File: src/rtl/tmr_pkg.sv
package tmr_pkg;
    localparam int NCH   = 3;
    localparam int AW    = 8;
    localparam int DW    = 32;
    localparam int OFSW  = 6;
    localparam int SELW  = AW - OFSW;
    localparam int RTW   = 2 * NCH;

    localparam logic [OFSW-1:0] OFS_CMD  = 6'h00;
    localparam logic [OFSW-1:0] OFS_MODE = 6'h04;
    localparam logic [OFSW-1:0] OFS_CMPA = 6'h08;
    localparam logic [OFSW-1:0] OFS_CMPC = 6'h0C;
    localparam logic [OFSW-1:0] OFS_CNT  = 6'h10;

    localparam logic [AW-1:0] BLK_CMD   = 8'hC0;
    localparam logic [AW-1:0] BLK_ROUTE = 8'hC4;
    localparam logic [AW-1:0] VIEW_LO   = 8'hC8;
    localparam logic [AW-1:0] VIEW_HI   = 8'hCC;

    typedef enum logic [1:0] {
        SRC_MCK  = 2'd0,
        SRC_SLOW = 2'd1,
        SRC_RTE  = 2'd2,
        SRC_OFF  = 2'd3
    } clk_src_e;

    typedef enum logic [1:0] {
        RT_NONE = 2'd0,
        RT_PREV = 2'd1,
        RT_NEXT = 2'd2,
        RT_OFF  = 2'd3
    } route_e;

    typedef struct packed {
        logic     stop_on_c;
        logic     auto_rld;
        clk_src_e src;
    } ch_mode_t;

    function automatic int prev_ch(input int n);
        return (n + NCH - 1) % NCH;
    endfunction

    function automatic int next_ch(input int n);
        return (n + 1) % NCH;
    endfunction
endpackage

File: src/rtl/tmr_rise.sv
module tmr_rise (
    input  logic clk,
    input  logic rst,
    input  logic din,
    output logic rise
);
    logic prev_q;

    always_ff @(posedge clk) begin
        if (rst) prev_q <= 1'b0;
        else     prev_q <= din;
    end

    assign rise = din & ~prev_q;
endmodule

File: src/rtl/tmr_channel.sv
module tmr_channel
    import tmr_pkg::*;
#(
    parameter int CW = 16
) (
    input  logic          clk,
    input  logic          rst,
    input  logic          tick,
    input  logic          trig,
    input  logic          cmd_we,
    input  logic          mode_we,
    input  logic          cmpa_we,
    input  logic          cmpc_we,
    input  logic [DW-1:0] wdata,
    output logic [CW-1:0] cnt,
    output logic [CW-1:0] cmpa,
    output logic [CW-1:0] cmpc,
    output ch_mode_t      mode,
    output logic          running,
    output logic          wave,
    output logic          evt
);
    logic [CW-1:0] nxt;

    always_comb begin
        if (mode.auto_rld && cnt == cmpc) nxt = '0;
        else                              nxt = cnt + CW'(1);
    end

    always_ff @(posedge clk) begin
        if (rst) begin
            cnt     <= '0;
            cmpa    <= '0;
            cmpc    <= '0;
            mode    <= '0;
            running <= 1'b0;
            wave    <= 1'b0;
            evt     <= 1'b0;
        end else begin
            evt <= 1'b0;
            if (mode_we) mode <= ch_mode_t'(wdata[3:0]);
            if (cmpa_we) cmpa <= wdata[CW-1:0];
            if (cmpc_we) cmpc <= wdata[CW-1:0];
            if (trig) begin
                cnt <= '0;
            end else if (running && tick) begin
                cnt <= nxt;
                if (nxt == cmpc) begin
                    wave <= 1'b0;
                    evt  <= 1'b1;
                    if (mode.stop_on_c) running <= 1'b0;
                end else if (nxt == cmpa) begin
                    wave <= 1'b1;
                end
            end
            if (cmd_we) begin
                if (wdata[1])      running <= 1'b0;
                else if (wdata[0]) running <= 1'b1;
            end
        end
    end
endmodule

File: src/rtl/tmr_block3.sv
module tmr_block3
    import tmr_pkg::*;
#(
    parameter int CW = 16
) (
    input  logic          clk,
    input  logic          rst,
    input  logic          bus_wr,
    input  logic          bus_rd,
    input  logic [AW-1:0] bus_addr,
    input  logic [DW-1:0] bus_wdata,
    output logic [DW-1:0] bus_rdata,
    input  logic          slow_clk,
    output logic [NCH-1:0] wave_out,
    output logic [NCH-1:0] cmp_evt
);
    logic [SELW-1:0] sel;
    logic [OFSW-1:0] ofs;
    logic            sync_we;
    logic            slow_rise;
    logic [RTW-1:0]  route_q;
    logic [CW-1:0]   hold_q;
    logic [NCH-1:0]  trig;
    logic [NCH-1:0]  running;
    logic [CW-1:0]   cnt  [NCH];
    logic [CW-1:0]   cmpa [NCH];
    logic [CW-1:0]   cmpc [NCH];
    ch_mode_t        mode [NCH];

    assign sel     = bus_addr[AW-1:OFSW];
    assign ofs     = bus_addr[OFSW-1:0];
    assign sync_we = bus_wr && bus_addr == BLK_CMD && bus_wdata[0];

    tmr_rise u_slow (.clk(clk), .rst(rst), .din(slow_clk), .rise(slow_rise));

    for (genvar n = 0; n < NCH; n++) begin : g_ch
        logic rt_src, rt_rise, tick, hit;

        always_comb begin
            case (route_e'(route_q[2*n +: 2]))
                RT_PREV: rt_src = wave_out[prev_ch(n)];
                RT_NEXT: rt_src = wave_out[next_ch(n)];
                default: rt_src = 1'b0;
            endcase
        end

        tmr_rise u_rt (.clk(clk), .rst(rst), .din(rt_src), .rise(rt_rise));

        always_comb begin
            case (mode[n].src)
                SRC_MCK:  tick = 1'b1;
                SRC_SLOW: tick = slow_rise;
                SRC_RTE:  tick = rt_rise;
                default:  tick = 1'b0;
            endcase
        end

        assign hit     = bus_wr && sel == SELW'(n);
        assign trig[n] = (hit && ofs == OFS_CMD && bus_wdata[2]) || sync_we;

        tmr_channel #(.CW(CW)) u_ch (
            .clk     (clk),
            .rst     (rst),
            .tick    (tick),
            .trig    (trig[n]),
            .cmd_we  (hit && ofs == OFS_CMD),
            .mode_we (hit && ofs == OFS_MODE),
            .cmpa_we (hit && ofs == OFS_CMPA),
            .cmpc_we (hit && ofs == OFS_CMPC),
            .wdata   (bus_wdata),
            .cnt     (cnt[n]),
            .cmpa    (cmpa[n]),
            .cmpc    (cmpc[n]),
            .mode    (mode[n]),
            .running (running[n]),
            .wave    (wave_out[n]),
            .evt     (cmp_evt[n])
        );
    end

    always_ff @(posedge clk) begin
        if (rst) begin
            route_q <= '0;
            hold_q  <= '0;
        end else begin
            if (bus_wr && bus_addr == BLK_ROUTE) route_q <= bus_wdata[RTW-1:0];
            if (bus_rd && bus_addr == VIEW_LO)   hold_q  <= cnt[1];
        end
    end

    always_comb begin
        bus_rdata = '0;
        for (int n = 0; n < NCH; n++) begin
            if (sel == SELW'(n)) begin
                case (ofs)
                    OFS_MODE: bus_rdata = DW'(mode[n]);
                    OFS_CMPA: bus_rdata = DW'(cmpa[n]);
                    OFS_CMPC: bus_rdata = DW'(cmpc[n]);
                    OFS_CNT:  bus_rdata = DW'(cnt[n]);
                    default:  bus_rdata = '0;
                endcase
            end
        end
        case (bus_addr)
            BLK_ROUTE: bus_rdata = DW'(route_q);
            VIEW_LO:   bus_rdata = DW'(cnt[0]);
            VIEW_HI:   bus_rdata = DW'(hold_q);
            default:   ;
        endcase
    end
endmodule

File: config.mk
export PLATFORM = sky130hd
export DESIGN_NAME = tmr_block3
export DESIGN_NICKNAME = d
export VERILOG_FILES = /design/src/rtl/tmr_pkg.sv /design/src/rtl/tmr_rise.sv /design/src/rtl/tmr_channel.sv /design/src/rtl/tmr_block3.sv
export SDC_FILE = /design/constraint.sdc
export NUM_CORES = 1
export LEC_CHECK = 0
export BUFFER_PORTS_ARGS = -buffer_cell sky130_fd_sc_hd__clkbuf_2
export CELL_PAD_IN_SITES_DETAIL_PLACEMENT = 0
export CELL_PAD_IN_SITES_GLOBAL_PLACEMENT = 1
export CORE_ASPECT_RATIO = 1.1
export CORE_MARGIN = 1
export CORE_UTILIZATION = 41
export DETAILED_ROUTE_END_ITERATION = 7
export PLACE_DENSITY_LB_ADDON = 0.2
export SLEW_MARGIN = 20
export SYNTH_ARGS = -nofsm -noshare
export SYNTH_HDL_FRONTEND = slang
export SYNTH_SLANG_ARGS = --single-unit
File: constraint.sdc
create_clock -name clk -period 3.1 [get_ports clk]
set_clock_uncertainty 0.2 [all_clocks]
set_input_delay 0.465 -clock clk [delete_from_list [all_inputs] [get_ports clk]]
set_output_delay 0.465 -clock clk [all_outputs]
set_load 0.005 [all_outputs]
== Word level (Yosys, flattened, before mapping) ==
Cells that the tools add are included.
Word-level totals
  flip-flop bits (word level): 191
  input port bits: 45
  word-level logic and storage cells: 175
Operators by class
  add/sub/neg operators: 3
  eq/ne operators: 31
  multiplexer cells: 46
  bitwise logic cells: 14
  reductions and logical operators: 48
Operator list (count)
  16-bit one-hot mux with 4 select lines: 3
  16-bit equality test: 9
  32-bit one-hot mux with 3 select lines: 1
  16-bit 2-to-1 mux: 4
  32-bit 2-to-1 mux: 2
  16-bit by 1-bit adder with 16-bit output, second input constant: 3
  8-bit equality test, second input constant: 4
  1-bit 2-to-1 mux: 30
  1-bit logical AND: 28
  2-bit by 1-bit equality test with 1-bit output, second input constant: 7
  2-bit equality test, second input constant: 7
  6-bit by 4-bit equality test with 1-bit output, second input constant: 2
  1-bit NOT: 10
  1-bit one-hot mux with 3 select lines: 3
  3-bit AND reduction: 3
  3-bit OR reduction: 3
  2-bit logical NOT: 4
  6-bit by 3-bit equality test with 1-bit output, second input constant: 1
  6-bit by 5-bit equality test with 1-bit output, second input constant: 1
  6-bit logical NOT: 1
  1-bit one-hot mux with 2 select lines: 3
  2-bit nonzero test: 3
  2-bit OR reduction: 3
  1-bit AND: 4
  1-bit logical OR: 3

== Depth between registers and ports, before layout ==
Gate-level depths: netlist of run 1.
  word-level depth: 10
  depth in mapped cells: 11

== Hierarchy ==
From an unflattened synthesis of run 1, not the netlist that was laid out.
Second synthesis, totals
  cells, all modules: 1572
  area total of the unflattened synthesis: 12892.4 um2
Modules (own cells, without submodules)
  tmr_channel: times used 3, cells an instance 378, area an instance 3255.6 um2
  tmr_block3: times used 1, cells an instance 426, area an instance 2935.3 um2
  tmr_rise: times used 4, cells an instance 3, area an instance 47.5 um2

== Worst setup path before layout of run 1 ==
OpenSTA, ideal clock, no wires.
  path type: input to output
  from: in bus_addr[5]
  to: out bus_rdata[12]
  arrival: 2.488 ns
  slack: -0.053 ns
  stages: 8
  buffers on the path: 1
  cells stage by stage: nor4_1 nand2_1 nor2_1 buf_1 a221o_1 o21ai_0 or4_1 o21ai_0
On the way
  cells in the longest elaborated chain, start to end: 6
  elaborated cells between the ends (all ways): 14
  classes of those cells: 7 x eq/ne; 7 x mux
Ends and longest elaborated chain
  start, declared: RTL line tmr_block3.sv:10  | input logic [AW-1:0] bus_addr,
  6-bit by 5-bit equality test with 1-bit output, or another cell as far along: RTL line tmr_block3.sv:95  | case (ofs)
  16-bit one-hot mux with 4 select lines: RTL line tmr_block3.sv:95
  16-bit 2-to-1 mux: RTL line tmr_block3.sv:94  | if (sel == SELW'(n)) begin
  32-bit 2-to-1 mux (2 in series): RTL line tmr_block3.sv:94
  32-bit one-hot mux with 3 select lines *: RTL line tmr_block3.sv:104  | case (bus_addr)
  end, declared: RTL line tmr_block3.sv:12  | output logic [DW-1:0] bus_rdata,
Every way passes the cells marked *; elsewhere a longest branch is shown, timed or not.

== Final worst setup path of run 1 ==
  from: in bus_addr[6]
  to: out bus_rdata[2]
On the way
  cells in the longest elaborated chain, start to end: 5
  elaborated cells between the ends (all ways): 10
  classes of those cells: 5 x eq/ne; 4 x mux; 1 x reduce/logical
Ends and longest elaborated chain (RTL line)
  2-bit logical NOT: tmr_block3.sv:94
  16-bit 2-to-1 mux: tmr_block3.sv:94
  32-bit 2-to-1 mux (2 in series): tmr_block3.sv:94
  32-bit one-hot mux with 3 select lines *: tmr_block3.sv:104
Marks and branches as above.

==> results.cfg, run 1 <==
[route]
drc = 0
wl_um = 59200
first_pass_iters = 5
postRouteAntennaNets = 0
via_count = 14400
drtIter0Drc = 1547
vias_per_cell = 5.94
wl_per_cell_um = 24.4

[power_and_ir_drop]
p_leak_nw = 6.54
clkPwrFrac_pct = 43.9
p_switching_w = 0.00135
p_comb_share_pct = 7.2
p_seq_share_pct = 48.9
powerDensity_nw_per_um2 = 303
p_int_w = 0.00367
ir_drop_uv = 383
power.share.switching_pct = 27.0

[final_layout]
drive_gt1_share_pct = 25.0
final_nets = 2056
synthToLayoutAreaGrowth_pct = 28.6
final_cells = 2430
finalInstanceArea_um2 = 16500
postLayoutCoreUtil_pct = 53.9

[setup_path]
r2r_start = g_ch[0].u_ch.cnt[0]$_SDFFE_PP0N_
cp.required_ps = 2430
reg2reg_slack_ps = 40
worstPathArrival_ps = 2420
cpPeakStageDelay_ps = 290
crit_buf_inv = 5
path_cells = clkbuf_2 > and2_1 > buf_4 > nor3_1 > o21ai_0 > buf_4 > nor2_1 > buf_4 > nand2_1 > o31ai_4 > clkbuf_2
crit_fanout = 9
rr_worst_depth = 9
critPathTopFamily = buffers and inverters
slowest_stage = o31ai_4
worst_setup_path_start_kind = primary input
critical_path_class = primary input to primary output
timing.critical_path.mode_cell = buf_4
cp-end-kind = primary output
r2r_end = g_ch[0].u_ch.wave$_SDFFE_PP0P_

[grt]
antenna_found_initial = 1
grt_first_pass_wirelength_um = 87700
grt_usage_pct = 37.1
grt_pass1_vias = 13700
grt_overflow_total = 0
grt_max_degree = 78

[synth]
ys_top_cells_by_area = dfxtp_1, nand2_1, a21oi_1
synth_top_cell_area_share_pct = 29.7
yosys_warnings = 0
synth_top_area_cell = dfxtp_1
avgSynthCellArea_um2 = 7.41
ys_seq_area_share_pct = 29.7
synth_edf_count = 0
synth.distinct_cells = 87
synthFlopType = dfxtp_1
ys_ff_latch = 191
netlist_area_um2 = 12900
syn-instance-count = 1737
synthArstFlopShare_pct = 0

[placement]
dpl.cell_count = 2394
gp_congestion = 1.04
place_area_um2 = 15500
portBuffers = 50
detailedPlace.worstSlack_ps = -336
hpwlAfterDp_um = 46600

[clocking]
cts_max_level = 4
insertion_delay_ps = 460
path_clk_slew_ps = 80
cts_buffer_depth = 2
cts_hold_buf = 0
cts_tree = yes
clockRootBuffer = clkbuf_16
cts_buffers = 17
cts.sinks = 191

[run_status]
status = finished, final reports clean

[hold_path]
min_path_cells = 2
worstHoldPathType = primary input to flop
hold_path_startpoint = slow_clk
holdPathEnd = u_slow.prev_q$_SDFF_PP0_

[floorplanning]
ios = 83
die_area_um2 = 32100
std_cell_rows = 67
die_x_um = 171
core_area_um2 = 30700
die_height_um = 188
start_util_pct = 41.9

[timing]
hold_violations = 0
worst_hold_slack_ps = 89.1
period_minus_slack_ps = 3080
setup_viol = 0
worstMarginPinSlew_ps = 920
slew_violations = 0
worst_slack_ps = 16.5
fin_crit_sh_pct = 99.5
max_slew_margin_pct = 38.7
grt_setup_unrepaired = yes
timing.fmax_ghz = 0.324

[run]
drv_cap = 0
==> what timing repair did <==
action	CTS	global route
buffers inserted	1	3
resized for setup	35	62
endpoints found under the setup margin	17	27
pin swaps	10	22
==> power groups by stage <==
| stage | registers, W | logic [W] | clock network, W |
|---|---|---|---|
| floorplan | 0.00251 | 0.000176 | 0 |
| global placement | 0.00251 | 0.000333 | 0 |
| detailed placement | 0.00251 | 0.000335 | 0 |
| CTS | 0.00246 | 0.000342 | 0.00223 |
| global route | 0.00246 | 0.000373 | 0.00233 |
| finish | 0.00246 | 0.000360 | 0.00220 |
==> metrics by stage <==
step / power, W / setup TNS [ps]
after detailed placement: 0.00285 / -2110
final: 0.00502 / 0
after CTS: 0.00503 / -5.50
after global placement: 0.00285 / -1840
after floorplan: 0.00269 / 0
after global routing: 0.00516 / -130
==> state kept, by name (all words and copies together), names as in the netlist <==
register,count
g_ch.u_ch.cmpa,48
g_ch.u_ch.cmpc,48
g_ch.u_ch.cnt,48
hold_q,16
g_ch.u_ch.mode,12
route_q,6
g_ch.u_ch.evt,3
g_ch.u_ch.running,3
g_ch.u_ch.wave,3
g_ch.u_rt.prev_q,3
u_slow.prev_q,1
==> worst register-to-register path, stage by stage, from the launching register on <==
cell and delay (ps):
dfxtp_2 340, buf_4 180, xnor2_4 190, nand3_1 90
or4b_1 460, or4b_4 530, a2bb2o_4 230, a221oi_1 70
or4_4 570, a21oi_2 140
==> cells in the mapped netlist, drive strengths merged, types with 5 or more instances <==
cell and instances:
nand2 310, a21oi 197, dfxtp 191, nor2 131
clkbuf 93, mux2i 71, o21ai 71, xnor2 60
buf 59, nand3 58, nor3 43, xor2 40
nor4 39, inv 30, o22ai 24, nand4 20
nand3b 19, a221o 18, and3 16, and2 15
a221oi 14, a22oi 14, nand2b 12, o211ai 12
or4 12, mux2 10, o221ai 10, ha 9
or3 9, a31oi 8, nor4b 8, o32ai 8
a211o 7, a22o 6, nor2b 6, a211oi 5
or2 5
==> cell usage in the layout (no fill, tap or decap), types with 30 or more instances in the layout <==
cell type | Yosys | final
buf_4 | 23 | 326
nand2_1 | 309 | 308
a21oi_1 | 197 | 195
dfxtp_1 | 191 | 183
nor2_1 | 131 | 126
mux2i_1 | 71 | 71
o21ai_0 | 68 | 61
nand3_1 | 56 | 55
xnor2_1 | 59 | 53
clkbuf_2 | 0 | 43
nor3_1 | 42 | 37
xor2_1 | 40 | 37
nor4_1 | 35 | 31
inv_1 | 30 | 30
==> routing by layer <==
layer  routed length [um]  up-vias  GRT usage (%)
li1                     -     6736              -
met1                24400     6973           47.1
met2                27900      592           61.3
met3                 4090      140           5.70
met4                 2890        0           17.0
met5                    0        -              0
==> cells by family after synthesis <==
group                    Yosys count  synth area share [%]
AND/OR/NAND/NOR                  724                  27.0
AO/OA/AOI/OAI                    444                  21.9
flip-flops                       191                  29.7
buffers and inverters            182                  6.35
XOR/XNOR                         105                  7.77
multiplexers                      81                  6.40
adder cells (fa/ha/maj)            9                 0.875
other                              1                0.0292
==> area by class of cell <==
class                   instances  area, um2
fillers                      3086      14100
multi-input cells            1379       8690
flip-flops and latches        191       3840
repair buffers                383       2820
well taps                     414        518
clock buffers                  21        460
inverters                      30        113
clock inverters                11       97.6
diodes                          1       2.50
==> how the worst max path moves through the flow <==
stage	depth (start not counted)	start	to
finish	11	bus_addr[6]	bus_rdata[2]
global route	9	bus_addr[5]	bus_rdata[3]
CTS	11	g_ch[1].u_ch.cnt[1]$_SDFFE_PP0N_	g_ch[1].u_ch.wave$_SDFFE_PP0P_
detailed placement	11	g_ch[1].u_ch.cnt[0]$_SDFFE_PP0N_	g_ch[1].u_ch.wave$_SDFFE_PP0P_
global placement	11	g_ch[1].u_ch.cnt[0]$_SDFFE_PP0N_	g_ch[1].u_ch.wave$_SDFFE_PP0P_
floorplan	10	route_q[0]$_SDFFE_PP0P_	g_ch[0].u_ch.wave$_SDFFE_PP0P_
No activity file was read; power rests on OpenSTA's default activity.
==> run 2, diff against run 1 <==
--- a/config.mk
+++ b/config.mk
@@ -8,7 +8,7 @@
 export BUFFER_PORTS_ARGS = -buffer_cell sky130_fd_sc_hd__clkbuf_2
 export CELL_PAD_IN_SITES_DETAIL_PLACEMENT = 0
 export CELL_PAD_IN_SITES_GLOBAL_PLACEMENT = 1
-export CORE_ASPECT_RATIO = 1.1
+export CORE_ASPECT_RATIO = 0.5
 export CORE_MARGIN = 1
 export CORE_UTILIZATION = 41
 export DETAILED_ROUTE_END_ITERATION = 7
==> run 2 against run 1 <==
Compared with the run above:
- core utilization decreased by 1.3 points
- via count increased by 1.1%
- non-clock buffer count decreased by 53
- sequential share of layout area increased by 0.61 points
- the flow now finishes with violations (setup timing)
- wire length decreased by 0.81%
- fmax decreased by 2.0%
- combinational power about the same
==> results.cfg, run 2 (synthesized netlist as in run 1, its figures left out) <==
[final_layout]
drive_gt1_share_pct = 22.7
synthToLayoutAreaGrowth_pct = 25.1
final_nets = 2003
mostFrequentLayoutCells = nand2_1, buf_4, a21oi_1
final_cells = 2385
num_antenna_cells = 0
reg_top3 = g_ch.u_ch.cmpa (48), g_ch.u_ch.cmpc (48), g_ch.u_ch.cnt (48)
final_common_cell = nand2_1
postLayoutCoreUtil_pct = 52.6

[floorplanning]
ios = 83
die_height_um = 127
start_util_pct = 42.1
std_cell_rows = 45
die_area_um2 = 32100
die_x_um = 252
core_area_um2 = 30600

[timing]
fin_crit_sh_pct = 102
slew_violations = 0
timing.fmax_ghz = 0.318
period_minus_slack_ps = 3150
worst_slack_ps = -47.8
hold_violations = 0
grt_setup_unrepaired = yes
setup_viol = 3
worst_hold_slack_ps = 109
max_slew_margin_pct = 44.6
worstMarginPinSlew_ps = 831

[route]
vias_per_cell = 6.12
drc = 0
wl_um = 58700
postRouteAntennaNets = 0
drtIter0Drc = 2119
first_pass_iters = 6
via_count = 14600
wl_per_cell_um = 24.6

[clocking]
cts_buffer_depth = 2
insertion_delay_ps = 470
cts_max_level = 4
cts.sinks = 191
cts_buffers = 17
clockRootBuffer = clkbuf_16
cts_tree = yes
path_clk_slew_ps = 70

[run]
drv_cap = 0

[placement]
dpl.cell_count = 2346
hpwlAfterDp_um = 45200
portBuffers = 50
detailedPlace.worstSlack_ps = -357
gp_congestion = 1.03

[hold_path]
worstHoldPathType = primary input to flop
min_path_cells = 2

[power_and_ir_drop]
clkPwrFrac_pct = 45.7
p_total_w = 0.00519
ir_drop_uv = 336
power.share.switching_pct = 27.0
p_comb_share_pct = 6.9
p_leak_nw = 6.27
p_switching_w = 0.00140
p_seq_share_pct = 47.3
powerDensity_nw_per_um2 = 322
p_int_w = 0.00379

[setup_path]
cp-end-kind = primary output
crit_fanout = 11
cp.required_ps = 2430
worst_setup_path_start_kind = primary input
slowest_stage = or4_1
cpPeakStageDelay_ps = 530
worstPathArrival_ps = 2480
critical_path_class = primary input to primary output
path_cells = clkbuf_2 > buf_4 > nand2b_1 > buf_4 > a221o_1 > a21oi_1 > or4_1 > o21ai_2 > clkbuf_2
rr_worst_depth = 8

[run_status]
violations = setup timing
status = complete, but fails checks

[grt]
grt_pass1_vias = 13500
grt_overflow_total = 0
grt_first_pass_wirelength_um = 86300
antenna_found_initial = 0
grt_usage_pct = 36.5
grt_max_degree = 72
-- run 2: cell count changes in the layout (fill, tap and decap cells not counted), sizes merged --
cell      change
clkinv        +3
diode         -1
bufinv        +2
clkinvlp      -1
buf          -57
-- run 2: power by group through the flow --
stage / clock [W] / combinational, W / sequential, W
2_1_floorplan: 0 / 0.000176 / 0.00251
3_3_place_gp: 0 / 0.000330 / 0.00251
3_5_place_dp: 0 / 0.000333 / 0.00251
4_1_cts: 0.00240 / 0.000342 / 0.00246
5_1_grt: 0.00249 / 0.000370 / 0.00246
6_report: 0.00237 / 0.000359 / 0.00246
-- run 2: per-layer routing --
metal / wire length (um) / GRT usage, %
met5: 0 / 0
met4: 1550 / 12.1
met3: 6780 / 8.64
met2: 23300 / 50.5
met1: 27100 / 54.5
-- run 2: worst paths after layout --
check / start / to / slack, ps
worst max-delay path: bus_addr[6] / bus_rdata[11] / -50
worst min-delay path: slow_clk / u_slow.prev_q$_SDFF_PP0_ / 110
worst max register to register: g_ch[0].u_ch.cmpc[2]$_SDFFE_PP0P_ / g_ch[0].u_ch.wave$_SDFFE_PP0P_ / 20
worst min register to register: hold_q[1]$_SDFFE_PP0P_ / hold_q[1]$_SDFFE_PP0P_ / 260
-- run 2: critical path: cells and delay by family --
kind                   cells  cell delay [ps]
AO/OA/AOI/OAI              3              330
buffers and inverters      4              770
AND/OR/NAND/NOR            2              920
-- run 2: per-stage QoR --
step                instance area (um2)  TNS, ps
floorplan                         12900        0
global placement                  15100    -1510
detailed placement                15100    -1810
CTS                               15800        0
global route                      16100     -219
finish                            16100    -60.3
-- run 2: area by class of cell --
class,count,area [um2]
Tap cell,423,529
Clock inverter,15,179
Inverter,30,113
Sequential cell,191,3830
Multi-Input combinational cell,1379,8610
Fill cell,3042,14500
Timing Repair Buffer,330,2410
Clock buffer,17,425
-- run 2: repair_timing --
action / CTS / global route
setup endpoints to repair: 14 / 17
pin swaps: 9 / 19
resized for setup: 34 / 55
setup buffers: 1 / 6
hold buffers: 0 / 0
